$ cat src/rtl/tdm_arb_pkg.sv
package tdm_arb_pkg;
  typedef enum logic [2:0] {
    CMD_NOP = 3'd0,
    CMD_PRE = 3'd1,
    CMD_ACT = 3'd2,
    CMD_RD  = 3'd3,
    CMD_WR  = 3'd4
  } cmd_e;
endpackage

$ cat src/rtl/tdm_req_fifo.sv
module tdm_req_fifo #(
  parameter int unsigned WIDTH = 8,
  parameter int unsigned DEPTH = 4
) (
  input  logic             clk_i,
  input  logic             rst_ni,
  input  logic             push_i,
  input  logic             pop_i,
  input  logic [WIDTH-1:0] data_i,
  output logic [WIDTH-1:0] data_o,
  output logic             empty_o,
  output logic             full_o
);
  localparam int unsigned PTR_W = (DEPTH > 1) ? $clog2(DEPTH) : 1;
  localparam int unsigned CNT_W = $clog2(DEPTH + 1);

  logic [WIDTH-1:0] mem_q [DEPTH];
  logic [PTR_W-1:0] rd_q, wr_q;
  logic [CNT_W-1:0] cnt_q;
  logic do_push, do_pop;

  function automatic logic [PTR_W-1:0] ptr_inc(input logic [PTR_W-1:0] p);
    return (p == PTR_W'(DEPTH - 1)) ? '0 : p + PTR_W'(1);
  endfunction

  assign empty_o = (cnt_q == '0);
  assign full_o  = (cnt_q == CNT_W'(DEPTH));
  assign do_push = push_i && !full_o;
  assign do_pop  = pop_i && !empty_o;
  assign data_o  = mem_q[rd_q];

  always_ff @(posedge clk_i) begin
    if (do_push) mem_q[wr_q] <= data_i;
  end

  always_ff @(posedge clk_i or negedge rst_ni) begin
    if (!rst_ni) begin
      rd_q  <= '0;
      wr_q  <= '0;
      cnt_q <= '0;
    end else begin
      if (do_push) wr_q <= ptr_inc(wr_q);
      if (do_pop)  rd_q <= ptr_inc(rd_q);
      cnt_q <= cnt_q + CNT_W'(do_push) - CNT_W'(do_pop);
    end
  end
endmodule

$ cat src/rtl/tdm_slot_timer.sv
module tdm_slot_timer #(
  parameter int unsigned SLOT_LEN = 16,
  parameter int unsigned NUM_REQ  = 3,
  parameter int unsigned CNT_W    = (SLOT_LEN > 1) ? $clog2(SLOT_LEN) : 1,
  parameter int unsigned ID_W     = (NUM_REQ > 1) ? $clog2(NUM_REQ) : 1
) (
  input  logic             clk_i,
  input  logic             rst_ni,
  output logic [CNT_W-1:0] cnt_o,
  output logic [ID_W-1:0]  owner_o,
  output logic [ID_W-1:0]  next_owner_o,
  output logic             wrap_o
);
  logic [CNT_W-1:0] cnt_q;
  logic [ID_W-1:0]  owner_q;

  assign cnt_o        = cnt_q;
  assign owner_o      = owner_q;
  assign wrap_o       = (cnt_q == CNT_W'(SLOT_LEN - 1));
  assign next_owner_o = (owner_q == ID_W'(NUM_REQ - 1)) ? '0 : owner_q + ID_W'(1);

  always_ff @(posedge clk_i or negedge rst_ni) begin
    if (!rst_ni) begin
      cnt_q   <= '0;
      owner_q <= '0;
    end else if (wrap_o) begin
      cnt_q   <= '0;
      owner_q <= next_owner_o;
    end else begin
      cnt_q <= cnt_q + CNT_W'(1);
    end
  end
endmodule

$ cat src/rtl/tdm_cmd_arbiter.sv
module tdm_cmd_arbiter
  import tdm_arb_pkg::*;
#(
  parameter int unsigned NUM_REQ    = 3,
  parameter int unsigned FIFO_DEPTH = 4,
  parameter int unsigned BG_W       = 1,
  parameter int unsigned BANK_W     = 2,
  parameter int unsigned ROW_W      = 8,
  parameter int unsigned DATE_W     = 16,
  parameter int unsigned SLOT_LEN   = 16,
  parameter int unsigned T_RP       = 4,
  parameter int unsigned T_RCD      = 2,
  parameter int unsigned T_RAS      = 4,
  parameter int unsigned T_RC       = 3,
  parameter int unsigned T_RRD_L    = 3,
  parameter int unsigned T_RTW      = 10,
  parameter int unsigned T_CCD_L    = 12,
  parameter int unsigned T_WTR_L    = 10,
  parameter int unsigned T_WL       = 1,
  parameter int unsigned T_BURST    = 1,
  parameter int unsigned T_FAW      = 20,
  parameter int unsigned ID_W       = (NUM_REQ > 1) ? $clog2(NUM_REQ) : 1
) (
  input  logic              clk_i,
  input  logic              rst_ni,
  input  logic              req_valid_i,
  input  logic [ID_W-1:0]   req_id_i,
  input  logic              req_wr_i,
  input  logic [BG_W-1:0]   req_bg_i,
  input  logic [BANK_W-1:0] req_bank_i,
  input  logic [ROW_W-1:0]  req_row_i,
  output logic [2:0]        cmd_o,
  output logic [ID_W-1:0]   cmd_id_o,
  output logic [DATE_W-1:0] cmd_date_o,
  output logic              cmd_wr_o,
  output logic [BG_W-1:0]   cmd_bg_o,
  output logic [BANK_W-1:0] cmd_bank_o,
  output logic [ROW_W-1:0]  cmd_row_o
);
  localparam int unsigned CNT_W    = (SLOT_LEN > 1) ? $clog2(SLOT_LEN) : 1;
  localparam int unsigned ACT_DATE = T_RP + 1;
  localparam int unsigned COL_DATE = ACT_DATE + T_RCD + 1;
  localparam int unsigned ENT_W    = DATE_W + 1 + BG_W + BANK_W + ROW_W;

  typedef struct packed {
    logic [DATE_W-1:0] date;
    logic              wr;
    logic [BG_W-1:0]   bg;
    logic [BANK_W-1:0] bank;
    logic [ROW_W-1:0]  row;
  } entry_t;

  // slot length must cover every spacing rule so fixed offsets are legal
  if (SLOT_LEN <= T_RC || SLOT_LEN <= T_RRD_L || SLOT_LEN <= T_RTW ||
      SLOT_LEN <= T_CCD_L || SLOT_LEN <= T_RP + 1 + T_RAS ||
      SLOT_LEN <= T_WTR_L + T_WL + T_BURST || 3 * SLOT_LEN <= T_FAW ||
      COL_DATE >= SLOT_LEN || ENT_W == 0) begin : g_bad_cfg
    $error("tdm_cmd_arbiter: slot length does not cover the timing set");
  end

  logic [CNT_W-1:0]   slot_cnt;
  logic [ID_W-1:0]    owner, next_owner;
  logic               slot_wrap;
  logic [NUM_REQ-1:0] push, pop, empty, full;
  entry_t             head [NUM_REQ];
  entry_t             in_ent, cur_q;
  logic               running_q;
  logic [DATE_W-1:0]  now_q;
  cmd_e               cmd;
  logic               live;

  tdm_slot_timer #(
    .SLOT_LEN(SLOT_LEN), .NUM_REQ(NUM_REQ), .CNT_W(CNT_W), .ID_W(ID_W)
  ) u_timer (
    .clk_i(clk_i), .rst_ni(rst_ni), .cnt_o(slot_cnt), .owner_o(owner),
    .next_owner_o(next_owner), .wrap_o(slot_wrap)
  );

  assign in_ent = '{date: now_q, wr: req_wr_i, bg: req_bg_i, bank: req_bank_i, row: req_row_i};

  for (genvar g = 0; g < NUM_REQ; g++) begin : g_req
    assign push[g] = req_valid_i && (req_id_i == ID_W'(g));
    assign pop[g]  = slot_wrap && (next_owner == ID_W'(g)) && !empty[g];
    tdm_req_fifo #(.WIDTH(ENT_W), .DEPTH(FIFO_DEPTH)) u_fifo (
      .clk_i(clk_i), .rst_ni(rst_ni), .push_i(push[g]), .pop_i(pop[g]),
      .data_i(in_ent), .data_o(head[g]), .empty_o(empty[g]), .full_o(full[g])
    );
  end

  always_ff @(posedge clk_i or negedge rst_ni) begin
    if (!rst_ni) begin
      running_q <= 1'b0;
      cur_q     <= '0;
      now_q     <= '0;
    end else begin
      now_q <= now_q + DATE_W'(1);
      if (slot_wrap) begin
        running_q <= !empty[next_owner];
        if (!empty[next_owner]) cur_q <= head[next_owner];
      end
    end
  end

  always_comb begin
    cmd = CMD_NOP;
    if (running_q) begin
      if (slot_cnt == '0)                     cmd = CMD_PRE;
      else if (slot_cnt == CNT_W'(ACT_DATE))  cmd = CMD_ACT;
      else if (slot_cnt == CNT_W'(COL_DATE))  cmd = cur_q.wr ? CMD_WR : CMD_RD;
    end
  end

  assign live       = (cmd != CMD_NOP);
  assign cmd_o      = cmd;
  assign cmd_id_o   = live ? owner      : '0;
  assign cmd_date_o = live ? cur_q.date : '0;
  assign cmd_wr_o   = live && cur_q.wr;
  assign cmd_bg_o   = live ? cur_q.bg   : '0;
  assign cmd_bank_o = live ? cur_q.bank : '0;
  assign cmd_row_o  = live ? cur_q.row  : '0;
endmodule

$ cat config.mk
export PLATFORM = sky130hd
export DESIGN_NAME = tdm_cmd_arbiter
export DESIGN_NICKNAME = d
export VERILOG_FILES = /design/src/rtl/tdm_arb_pkg.sv /design/src/rtl/tdm_req_fifo.sv /design/src/rtl/tdm_slot_timer.sv /design/src/rtl/tdm_cmd_arbiter.sv
export SDC_FILE = /design/constraint.sdc
export NUM_CORES = 1
export LEC_CHECK = 0
export BUFFER_PORTS_ARGS = -buffer_cell sky130_fd_sc_hd__buf_2
export CORE_AREA = 2 2 193 195
export CTS_BUF_LIST = sky130_fd_sc_hd__clkbuf_2 sky130_fd_sc_hd__clkbuf_4 sky130_fd_sc_hd__clkbuf_8
export CTS_CLUSTER_DIAMETER = 60
export DETAILED_ROUTE_END_ITERATION = 16
export DIE_AREA = 0 0 195 197
export MAX_ROUTING_LAYER = met4
export REMOVE_ABC_BUFFERS = 1
export SYNTH_ARGS = -nofsm -noshare
export SYNTH_HDL_FRONTEND = slang
export SYNTH_HIERARCHICAL = 1
export SYNTH_SLANG_ARGS = --single-unit
$ cat constraint.sdc
create_clock -name clk_i -period 4.85 [get_ports clk_i]
set_input_delay 0.485 -clock clk_i [delete_from_list [all_inputs] [get_ports clk_i]]
set_output_delay 0.485 -clock clk_i [all_outputs]
set_load 0.01 [all_outputs]
==> metrics.md <==
| Metric | Value |
|---|---|
| Primary FF master, synth | edfxtp_1 |
| Clock Path Buffers | 3 |
| Initial antenna violation count | 0 |
| Setup crit start kind | register |
| R2R Setup Slk | 1970 ps |
| FILL cells | just under 3k |
| Die Span Y | about 200 microns |
| Outcome | finished clean |
| Async SR Flop Fraction | 17.6% |
| Fmax | 0.325 GHz |
| FF-to-FF Start | u_timer/cnt_o[0] |
| Pwr dens | around 450 nW/um^2 |
| Sw Pwr | just over 2 mW |
| Final hold vios | 0 |
| Pins Over Slew Limit | 0 |
| H-Tree Depth | 3 |
| Hold Crit Class | input port to register |
| Critical path endpoint category | output pin |
| CP Max Fanout | 30 |
| Largest net degree at the start of global routing | 42 |
| GP Congestion | 0.702 |
| Flop pwr share | 51.2% |
| Flops & latches, synth | just over 400 |
| Drt drc | 0 |
| Initial Utilization | 45.8% |
| VDD IR max | about 0.00017 V |
| First-pass DRT Iterations | 5 |
| First-pass GRT wire length | ~52 mm |
| Vias in the first global route | a little over 8k |
| Worst-Skew Late Latency | approximately 580 ps |
| Crit path launch | u_timer/cnt_o[0] |
| EDFF count, synth | between 300 and 400 |
| Area grow syn2layout | 13.1% |
| Pleak | approximately 6.8 nW |
| Ys Warns | 6 |
| Final Skew | 21.5 ps |
| Final antenna-violating net count | 0 |
| Routed WL | approximately 35 mm |
| N_diodes | 0 |
| Clock Tree Root | clkbuf_8 |
| Setup ws final | between 1500 and 2000 ps |
| Mapped Cells | slightly above 800 |
| CP required | around 4400 ps |
| Post-synthesis cell area | about 17000 sq um |
| Cell row count | 70 |
| Dpl ws | around 2000 ps |
| RSZ-0062 raised after global routing | no |
| Sink Count | 408 |
| Synth area leader | edfxtp_1 |
| Fin nets | 958 |
| Most common cell in the netlist | edfxtp_1 |
| Iteration-0 DRC count of the detailed router | 666 |
| Detailed Place HPWL | around 18 mm |
| Reg clk slew, reported paths | 60 ps |
| Cell Int Power | roughly 6.4 mW |
| Sw Ratio | between 20% and 30% |
| CTS tree | done |
| Final core area utilization | slightly above 50% |
| Final min period | 3080 ps |
| Detail-routed via count per cell | 5.49 |
| Sequential-to-total area share from yosys stat | between 70% and 80% |
| Syn_area_per_cell | between 20 and 25 sq um |
| Die area | a little under 40000 sq um |
| Core area | 36300 sq um |
| Cts repair resizes | 0 |
| CP Data Arrival Time | around 2600 ps |
| Share of layout cells above drive strength 1 | between 20 and 30% |
| Total gr overflow | 0 |
| Fin crit share | between 60% and 70% |
| Relative slew slack | 26.5% |
| CTS buffer count | 70 |
| Min-Delay Startpoint | req_row_i[4] |
| CP Class | register to output pin |
| Wire per inst | about 24 microns |
| Final setup vio count | 0 |
| GRT Resource Usage Total | 19.3% |
| Input/output buffers | approximately 50 |
| Slew @ Worst Pin | 1100 ps |
| Via count | around 8k |
| Top post-synthesis cells by count | 336 x edfxtp_1, 72 x dfrtp_1, 44 x mux4_2 |
| Synth top area cells | edfxtp_1 61%, dfrtp_1 11%, mux4_1 6.3% |
| Die Wd | 195 microns |
| Netlist cell types | 57 |
| Max Cap Violations | 0 |
| Combinational share of power | between 10% and 20% |
| Yosys top cell area share | between 60% and 70% |
| # IOs | 50 |
| Clk pwr share | between 30% and 40% |
[per-stage QoR]
stage | hold WS, ps | total power, mW | TNS (ps) | instances | cell area (sq um)
2_1_floorplan | 189 | 5.05 | -22040 | 783 | 16400
3_3_place_gp | 466 | 5.37 | 0 | 1310 | 17300
3_5_place_dp | 470 | 5.40 | 0 | 1310 | 17300
4_1_cts | 188 | 8.56 | 0 | 1438 | 18800
5_1_grt | 221 | 8.81 | 0 | 1438 | 18800
6_report | 234 | 8.43 | 0 | 1438 | 18800
[power groups by stage]
stage	logic [mW]	clock network [mW]	registers, mW
6_report	0.980	3.13	4.32
5_1_grt	1.08	3.37	4.36
4_1_cts	1.01	3.22	4.33
3_5_place_dp	1.00	0	4.40
3_3_place_gp	0.984	0	4.39
2_1_floorplan	0.717	0	4.33
[cell families after synthesis]
logic type	share of synthesized area, %
flip-flops	71.6
AND/OR/NAND/NOR	4.48
multiplexers	16.7
adder cells (fa/ha/maj)	2.09
AO/OA/AOI/OAI	1.96
XOR/XNOR	1.11
buffers and inverters	1.99
[layout by cell type, fill, tap and decap left out, types with 10 or more instances in the layout]
cell and n:
edfxtp_1 336, clkbuf_8 78, dfrtp_1 69, buf_2 48, mux4_2 44, mux4_1 40
and2_1 30, clkbuf_4 30, mux2i_1 28, o2bb2ai_1 28, inv_1 26, mux2_2 25
ha_1 23, nand2_1 12, xor2_1 11, clkinv_1 11, buf_4 11, xnor2_1 10
[timing repair]
item / CTS / global route
buffers inserted: 0 / 0
endpoints found under the hold margin: 40 / 0
hold buffers: 1 / 0
setup endpoints to repair: 0 / 0
[area by class of cell]
| type | count | area, sq um | share of cell area, % |
|---|---|---|---|
| clock buffers | 108 | 1300 | 6.91 |
| multi-input cells | 349 | 4430 | 23.6 |
| inverters | 26 | 97.6 | 0.520 |
| well taps | 468 | 586 | 3.12 |
| flip-flops and latches | 408 | 11900 | 63.3 |
| clock inverters | 19 | 140 | 0.746 |
| repair buffers | 60 | 333 | 1.77 |
[critical path, cell delays in order (launching register included)]
cell and delay (ps):
dfrtp_1 420, or2_2 370, a21oi_4 740, and2_1 320, buf_2 160
[worst paths after layout]
check,endpoint,depth (start not counted)
max,cmd_date_o[9],4
min,g_req[2].u_fifo/mem_q[1][4],1
max reg2reg,g_req[2].u_fifo/cnt_q[2],12
min reg2reg,cur_q[20],1
max in group asynchronous,g_req[2].u_fifo/rd_q[0],3
min in group asynchronous,g_req[2].u_fifo/cnt_q[2],2
[layer usage]
metal	up-vias	global-route usage, %	wire length (microns)
met1	4115	26.6	16200
met2	202	29.5	16500
met5	-	-	0
met3	55	3.61	1560
met4	0	6.02	516
li1	3519	-	-
[sequential cells by signal (all words and copies together), names as in the netlist]
signal / flops
g_req.u_fifo/wr_q: 6
u_timer/owner_o: 2
cur_q: 28
running_q: 1
now_q: 16
u_timer/cnt_o: 4
g_req.u_fifo/rd_q: 6
g_req.u_fifo/cnt_q: 9
g_req.u_fifo/mem_q: 336
Note: power is estimated with default switching activity, not from simulation.
